File: src/rtl/rc_pkg.sv
package rc_pkg;
  localparam int WORD_W = 64;
  localparam int LANE_W = 8;
  localparam int OFF_W  = 12;

  localparam logic [OFF_W-1:0] OFF_THR_STATE = 12'h412;
  localparam logic [OFF_W-1:0] OFF_THR_INFO  = 12'h413;
  localparam logic [OFF_W-1:0] OFF_DIR_CTRL  = 12'h449;
  localparam logic [OFF_W-1:0] OFF_RAS_STAT  = 12'h454;

  // MSB-0 positions of the commands inside one lane
  localparam int POS_STOP   = 7;
  localparam int POS_START  = 6;
  localparam int POS_SRESET = 4;
  localparam int POS_CLRMNT = 3;

  localparam int POS_HALT_BASE = 56;
  localparam int POS_ONE_PART  = 62;

  typedef struct packed {
    logic stop;
    logic start;
    logic sreset;
    logic clrmnt;
  } lane_cmd_t;

  function automatic int lsb_of(input int msb0_pos);
    return WORD_W - 1 - msb0_pos;
  endfunction
endpackage

File: src/rtl/rc_lane_decode.sv
module rc_lane_decode
  import rc_pkg::*;
#(
  parameter int LANE = 0
) (
  input  logic              wr_ctrl,
  input  logic [WORD_W-1:0] wdata,
  output lane_cmd_t         cmd,
  output logic [WORD_W-1:0] used_mask
);
  localparam int B_STOP   = lsb_of(POS_STOP   + LANE_W * LANE);
  localparam int B_START  = lsb_of(POS_START  + LANE_W * LANE);
  localparam int B_SRESET = lsb_of(POS_SRESET + LANE_W * LANE);
  localparam int B_CLRMNT = lsb_of(POS_CLRMNT + LANE_W * LANE);

  always_comb begin
    cmd.stop   = wr_ctrl & wdata[B_STOP];
    cmd.start  = wr_ctrl & wdata[B_START];
    cmd.sreset = wr_ctrl & wdata[B_SRESET];
    cmd.clrmnt = wr_ctrl & wdata[B_CLRMNT];
    used_mask = '0;
    used_mask[B_STOP]   = 1'b1;
    used_mask[B_START]  = 1'b1;
    used_mask[B_SRESET] = 1'b1;
    used_mask[B_CLRMNT] = 1'b1;
  end
endmodule

File: src/rtl/rc_thread_ctl.sv
module rc_thread_ctl
  import rc_pkg::*;
(
  input  logic      clk,
  input  logic      rst_n,
  input  lane_cmd_t cmd,
  output logic      quiesced,
  output logic      pause_p,
  output logic      resume_p,
  output logic      sreset_p
);
  logic any_clear;
  logic any_cmd;
  logic q_next;

  // Ordered evaluation: stop first, then any clearing command overrides it
  always_comb begin
    any_clear = cmd.start | cmd.sreset | cmd.clrmnt;
    any_cmd   = cmd.stop | any_clear;
    q_next    = quiesced;
    if (cmd.stop)  q_next = 1'b1;
    if (any_clear) q_next = 1'b0;
  end

  always_ff @(posedge clk) begin
    if (!rst_n) begin
      quiesced <= 1'b0;
      pause_p  <= 1'b0;
      resume_p <= 1'b0;
      sreset_p <= 1'b0;
    end else begin
      if (any_cmd) quiesced <= q_next;
      pause_p  <= cmd.stop;
      resume_p <= cmd.start | cmd.clrmnt;
      sreset_p <= cmd.sreset;
    end
  end
endmodule

File: src/rtl/rc_status_mux.sv
module rc_status_mux
  import rc_pkg::*;
#(
  parameter int NT = 4
) (
  input  logic              clk,
  input  logic              rst_n,
  input  logic              rd,
  input  logic              wr,
  input  logic              aligned,
  input  logic              hit_state,
  input  logic              hit_info,
  input  logic              hit_ras,
  input  logic              hit_ctrl,
  input  logic              one_part,
  input  logic [NT-1:0]     halted,
  input  logic [NT-1:0]     quiesced,
  output logic [WORD_W-1:0] rdata,
  output logic              rvalid,
  output logic              err
);
  logic [WORD_W-1:0] state_word;
  logic [WORD_W-1:0] ras_word;
  logic [WORD_W-1:0] sel_word;
  logic              rd_ok;
  logic              wr_ok;

  always_comb begin
    state_word = '0;
    ras_word   = '0;
    for (int i = 0; i < NT; i++) begin
      state_word[lsb_of(POS_HALT_BASE + i)] = halted[i];
      ras_word[lsb_of(LANE_W * i)]          = quiesced[i];
      ras_word[lsb_of(LANE_W * i + 1)]      = quiesced[i];
    end
    state_word[lsb_of(POS_ONE_PART)] = one_part;
  end

  always_comb begin
    rd_ok = aligned & (hit_state | hit_info | hit_ras);
    wr_ok = aligned & hit_ctrl;
    sel_word = '0;
    if (rd_ok) begin
      if (hit_state)    sel_word = state_word;
      else if (hit_ras) sel_word = ras_word;
    end
  end

  always_ff @(posedge clk) begin
    if (!rst_n) begin
      rdata  <= '0;
      rvalid <= 1'b0;
      err    <= 1'b0;
    end else begin
      rvalid <= rd;
      rdata  <= rd ? sel_word : '0;
      err    <= (rd & ~rd_ok) | (wr & ~wr_ok);
    end
  end
endmodule

File: src/rtl/rc_core_runctl.sv
module rc_core_runctl
  import rc_pkg::*;
#(
  parameter int NT = 4,
  parameter int AW = 16
) (
  input  logic          clk,
  input  logic          rst_n,
  input  logic          bus_rd,
  input  logic          bus_wr,
  input  logic [AW-1:0] bus_addr,
  input  logic [63:0]   bus_wdata,
  output logic [63:0]   bus_rdata,
  output logic          bus_rvalid,
  output logic          bus_err,
  output logic          cmd_unimp,
  input  logic          one_part_mode,
  input  logic [NT-1:0] thr_halted,
  output logic [NT-1:0] thr_pause,
  output logic [NT-1:0] thr_resume,
  output logic [NT-1:0] thr_sreset
);
  localparam int WOFF_W = AW - 3;

  logic [WOFF_W-1:0] woff;
  logic              aligned;
  logic              hit_state, hit_info, hit_ras, hit_ctrl;
  logic              wr_ctrl;
  logic [NT-1:0]     quiesced;
  logic [WORD_W-1:0] lane_mask [NT];
  logic [WORD_W-1:0] all_used;

  initial begin
    if (NT < 1 || NT > 4) $error("NT must be 1..4");
    if (AW < 15) $error("AW too small for the decoded offsets");
  end

  assign woff      = bus_addr[AW-1:3];
  assign aligned   = (bus_addr[2:0] == 3'b000);
  assign hit_state = (woff == WOFF_W'(OFF_THR_STATE));
  assign hit_info  = (woff == WOFF_W'(OFF_THR_INFO));
  assign hit_ras   = (woff == WOFF_W'(OFF_RAS_STAT));
  assign hit_ctrl  = (woff == WOFF_W'(OFF_DIR_CTRL));
  assign wr_ctrl   = bus_wr & aligned & hit_ctrl;

  for (genvar t = 0; t < NT; t++) begin : g_thr
    lane_cmd_t cmd;
    rc_lane_decode #(.LANE(t)) u_dec (
      .wr_ctrl  (wr_ctrl),
      .wdata    (bus_wdata),
      .cmd      (cmd),
      .used_mask(lane_mask[t])
    );
    rc_thread_ctl u_ctl (
      .clk     (clk),
      .rst_n   (rst_n),
      .cmd     (cmd),
      .quiesced(quiesced[t]),
      .pause_p (thr_pause[t]),
      .resume_p(thr_resume[t]),
      .sreset_p(thr_sreset[t])
    );
  end

  always_comb begin
    all_used = '0;
    for (int t = 0; t < NT; t++) all_used = all_used | lane_mask[t];
  end

  always_ff @(posedge clk) begin
    if (!rst_n) cmd_unimp <= 1'b0;
    else        cmd_unimp <= wr_ctrl & (|(bus_wdata & ~all_used));
  end

  rc_status_mux #(.NT(NT)) u_mux (
    .clk      (clk),
    .rst_n    (rst_n),
    .rd       (bus_rd),
    .wr       (bus_wr),
    .aligned  (aligned),
    .hit_state(hit_state),
    .hit_info (hit_info),
    .hit_ras  (hit_ras),
    .hit_ctrl (hit_ctrl),
    .one_part (one_part_mode),
    .halted   (thr_halted),
    .quiesced (quiesced),
    .rdata    (bus_rdata),
    .rvalid   (bus_rvalid),
    .err      (bus_err)
  );
endmodule

File: config.mk
export PLATFORM = sky130hd
export DESIGN_NAME = rc_core_runctl
export DESIGN_NICKNAME = d
export VERILOG_FILES = /design/src/rtl/rc_pkg.sv /design/src/rtl/rc_lane_decode.sv /design/src/rtl/rc_thread_ctl.sv /design/src/rtl/rc_status_mux.sv /design/src/rtl/rc_core_runctl.sv
export SDC_FILE = /design/constraint.sdc
export NUM_CORES = 1
export LEC_CHECK = 0
export ABC_CLOCK_PERIOD_IN_PS = 2450
export BUFFER_PORTS_ARGS = -buffer_cell sky130_fd_sc_hd__buf_2
export CAP_MARGIN = 10
export CELL_PAD_IN_SITES_DETAIL_PLACEMENT = 0
export CELL_PAD_IN_SITES_GLOBAL_PLACEMENT = 2
export CORE_UTILIZATION = 24
export CTS_CLUSTER_SIZE = 8
export DETAILED_ROUTE_END_ITERATION = 7
export MAX_ROUTING_LAYER = met4
export PLACE_DENSITY_LB_ADDON = 0.1
export REMOVE_ABC_BUFFERS = 1
export SLEW_MARGIN = 15
export SYNTH_ARGS = -nofsm -noshare
export SYNTH_HDL_FRONTEND = slang
export SYNTH_HIERARCHICAL = 1
export SYNTH_SLANG_ARGS = --single-unit
File: constraint.sdc
create_clock -name clk -period 2.45 [get_ports clk]
set_input_delay 0.6125 -clock clk [delete_from_list [all_inputs] [get_ports clk]]
set_output_delay 0.6125 -clock clk [all_outputs]
set_load 0.02 [all_outputs]
# == Yosys cells after proc, flatten, opt, wreduce, memory -nomap -nowiden ==
# Cells that the tools add are included.
# totals
inputBits,89
wordCells,95
latch_bits,0
romBits,0
memories,0
ramBits,0
out_inout_bits,79
ff_bits,82
# classes
n_mul,0
div,0
add_sub_neg,0
bitwise,47
n_lt_le_gt_ge,0
shift,0
reduce_logical,13
mux,9
n_eq_ne,4
# op_table
cell,n
$eq 13x11->1 const B,4
$reduce_or 48->1,1
$and 1x1->1,23
$or 1x1->1,19
$mux 1,8
$mux 8,1
$reduce_and 2->1,4
$reduce_bool 2->1,4
$not 1->1,5
$reduce_or 5->1,1
$reduce_or 4->1,1
$logic_not 3->1,1
$reduce_and 3->1,1

# == Depth between registers and ports, before layout ==
# logic_depth
depth_word,8
ltp_mapped,7
ltp_nobuf,7

# == Cells and area by module ==
# Netlist, hierarchy kept.
# by_module_without_submodules
mod,seq_area_each_um2,cells_each,area_per_inst_um2,instances
rc_lane_decode,0.0,70,513.0,4
rc_core_runctl,20.0,163,934.6,1
rc_status_mux,220.2,89,767.0,1
rc_thread_ctl,80.1,9,122.6,4

# == Least setup slack after synthesis ==
# Ideal clock, no wire load.
# synth_path
path_type,input -> register
startpoint,in bus_addr[11]
endpoint,reg u_mux.rdata[39]
n_path_buf,0
required_ps,2372
path_stages,6
setup_ps,78
slack_ps,54
arrival_ps,2318
path_cell_list,or4b_1 or4_4 nor3b_2 nor3b_2 or2b_1 nor3_1
# synth_between
word_cells_on_any_way,9
cone_classes,3 x eq/ne; 5 x bitwise; 1 x reduce/logical
# synth_lines
element,line,rtl
start: declaration,rc_core_runctl.sv:11,"input logic [AW-1:0] bus_addr,"
$eq 13x11->1 *,rc_core_runctl.sv:42,assign hit_ras = (woff == WOFF_W'(OFF_RAS_STAT));
named net hit_ras,rc_core_runctl.sv:27,"logic hit_state, hit_info, hit_ras, hit_ctrl;"
$or 1x1->1,rc_status_mux.sv:40,rd_ok = aligned & (hit_state | hit_info | hit_ras);
$and 1x1->1,rc_status_mux.sv:40,
$not 1->1 (no source line),-,
$reduce_or 5->1 (no source line) *,-,
end signal: assignment,rc_status_mux.sv:56,rdata <= rd ? sel_word : '0;
end: declaration,rc_status_mux.sv:18,"output logic [WORD_W-1:0] rdata,"
# Mark *: on every way through the listed nets, which the timed path passes. The rest lies on a longest branch.
# A chain may end at the register's enable or synchronous reset.

# == Worst setup path in the final report ==
# Ends and elaborated chain as after synthesis.

==> metrics.md <==
| Metric | Value |
|---|---|
| Dominant cell type by area after synthesis | buf_4 |
| Leakage Power | about 0.0022 uW |
| Filler cells | ~2000 |
| Worst skew pair latency | 0.26 ns |
| DP Cell Count | 898 |
| WS Path Type | in -> reg |
| Die height | 135 um |
| WL/cell | 7.32 um |
| Initial antenna violation count | 1 |
| Core area | about 0.017 mm^2 |
| Pins Over Slew Limit | 0 |
| Final Hold Vio Count | 0 |
| GPL Wtd Cong | 0.700 |
| Maximum Capacitance Violations | 0 |
| Die W | 135 um |
| Final HPWL DP | 6090 um |
| Critical Path AT | 2.53 ns |
| Flop-to-flop setup slack | 1.82 ns |
| Via count | 2665 |
| Req. time, crit path | roughly 2.6 ns |
| Sequential cell area | 561 um^2 |
| Initial Utilization | 0.245 |
| # rows | 48 |
| Grt ovf | 0 |
| Share of the synthesized area in the top cell type | 0.550 |
| Area growth syn-to-layout | -4.86% |
| Vias in the first global route | 2406 |
| Final Setup Violations | 0 |
| Flops & latches, synth | 28 |
| Post-route insts no fill | 903 |
| Final WS setup | around 0.11 ns |
| DRT Wirelength | 6610 um |
| RSZ-0062 raised after global routing | false |
| Hold slack | 0.456 ns |
| Synth top area cells | buf_4 (55%), dfxtp_1 (13%), nor4_1 (9.7%) |
| Reg clk slew, reported paths | 0.07 ns |
| Pwr dens | 303 mW/mm^2 |
| Mean Syn Cell Area | around 7.5 um^2 |
| Yosys cell types | 31 |
| Die area | around 0.018 mm^2 |
| Drt first pass iters | 4 |
| Ys Warns | 6 |
| Setup Skew | 0.00182 ns |
| H-tree lvl count | 1 |
| Critical Path Source Type | primary input |
| Register area share after synthesis | 0.132 |
| Share of layout cells above drive strength 1 | 0.204 |
| Crit-path max FO | 4 |
| ANT nets after route | 0 |
| Hold path depth | 2 |
| CTS tree | done |
| # clock sinks | 28 |
| Hold Path End | u_mux/rdata[39] |
| Ratio of final minimum period to clock period | 0.956 |
| Port Buf Inserts | 116 |
| Buffer count from post-CTS setup fixing | 0 |
| Register-to-Register Path Depth | 2 |
| Status | complete, no violations |
| # nets final | 767 |
| Hold Startpoint | g_thr[3].u_ctl/quiesced |
| Worst VDD drop | roughly 0.00025 V |
| Residual DRC | 0 |
| Worst setup EP type | register |
| Mapped Area | between 0.004 and 0.005 mm^2 |
| Global Route Usage Sum | 0.0762 |
| Hold Crit Class | reg -> reg |
| Clock buffer depth | 2 |
| Largest net degree at the start of global routing | 22 |
| DR vias/cell | 2.95 |
| CTS buffer count | 3 |
| Fmax | about 430 MHz |
| First-pass GRT wire length | 10700 um |
| Worst R2R End | u_mux/rdata[62] |
| Reg2reg start | g_thr[0].u_ctl/quiesced |
| Starting DRT DRC Count | 26 |
| Root buffer cell | clkbuf_16 |
| Mapped Cells | 568 |
| Minimum clock period | around 2.3 ns |
| Pre-CTS setup slack | -0.214 ns |
| I/O pins | roughly 170 |
| Multi-input logic area | around 0.0025 mm^2 |
state kept, by name, summed over array words and instances (netlist names):
register              flops
u_mux/rdata               9
g_thr.u_ctl/pause_p       4
g_thr.u_ctl/quiesced      4
g_thr.u_ctl/resume_p      4
g_thr.u_ctl/sreset_p      4
cmd_unimp                 1
u_mux/err                 1
u_mux/rvalid              1
report_power, final:
part,switching (uW),internal [uW],leakage (uW),total (uW)
clock network,162,325,0.0000511,487
logic,185,94.6,0.00193,279
registers,0.329,457,0.000226,457
total,347,877,0.00220,1220
stage by stage:
| step | util | cell area, um^2 | power, uW | TNS (ns) |
|---|---|---|---|---|
| finish | 0.233 | 4040 | 1220 | 0 |
| global route | 0.233 | 4040 | 1310 | 0 |
| CTS | 0.232 | 4010 | 1240 | 0 |
| detailed placement | 0.226 | 3910 | 743 | -2.62 |
| global placement | 0.226 | 3910 | 744 | -1.92 |
| floorplan | - | 3030 | 635 | 0 |
repair_timing:
item / CTS / global route
hold buffers: 0 / 0
resized for setup: 0 / 5
setup endpoints to repair: 0 / 4
synth_stat cells, drive strengths merged:
library cell,number
o21a,8
and3,2
nand3,3
o22a,1
or4b,4
dfxtp,28
nor3b,2
nand2,62
nor3,5
and2,30
buf,311
o21bai,1
or2b,1
a31oi,1
nand2b,1
or4,1
nor4,66
nand3b,1
nand4,16
conb,9
and4b,1
nor2,2
inv,5
and4,2
nor4b,5
cell usage in the layout (no fill, tap or decap), drive strengths merged:
master	synthesis	final
nor4	66	66
inv	5	5
nor3	5	5
bufinv	0	1
diode	0	1
or2b	1	1
a31oi	1	1
buf	311	118
clkbuf	0	3
and4b	1	1
nor3b	2	2
nand3	3	3
nand4	16	16
and3	2	2
and4	2	2
conb	9	307
o21a	8	8
nand3b	1	1
o22a	1	1
and2	30	30
dfxtp	28	28
o21bai	1	1
nor2	2	2
nor4b	5	5
or4	1	1
nand2b	1	1
nand2	62	62
or4b	4	4
cells by family (layout without fill, tap and decap cells):
family,after synthesis,in the layout,synth area share
other,9,308,0.00796
buffers and inverters,316,127,0.555
and+or+nand+nor,204,204,0.286
AOI/OAI and AO/OA,11,11,0.0195
DFF,28,28,0.132
worst max-delay path, stage by stage:
cell and delay, ns:
buf_2 0.09, or4b_1 0.50, or4_4 0.46, nor3b_4 0.22
nor3b_2 0.19, or2b_4 0.31, nor3_1 0.13
cell type report:
type | count | area share
antenna | 1 | 0.000620
clock buffer | 3 | 0.0186
clock inverter | 1 | 0.00744
inverter | 5 | 0.00465
multi-input combinational | 522 | 0.613
sequential | 28 | 0.139
tap | 225 | 0.0697
timing repair buffer | 118 | 0.148
worst max path at each step:
stage,startpoint,end,slack [ns],depth (start not counted)
after floorplan,bus_addr[11],u_mux/rdata[39],0.05,6
after global placement,bus_addr[11],g_thr[2].u_ctl/quiesced,-0.14,8
after detailed placement,bus_addr[11],u_mux/rdata[47],-0.21,7
after CTS,bus_addr[11],u_mux/rdata[47],0.07,7
after global routing,bus_addr[11],u_mux/rdata[62],0.02,7
final,bus_addr[11],u_mux/rdata[39],0.11,7
routing by layer:
metal	part of all wire	vias to the layer above	global-route usage
li1	-	1512	-
met1	0.41	1062	0.0822
met2	0.51	89	0.146
met3	0.071	2	0.0131
met4	0.0027	0	0.0131
met5	0	-	-
(Power assumes the default switching activity.)
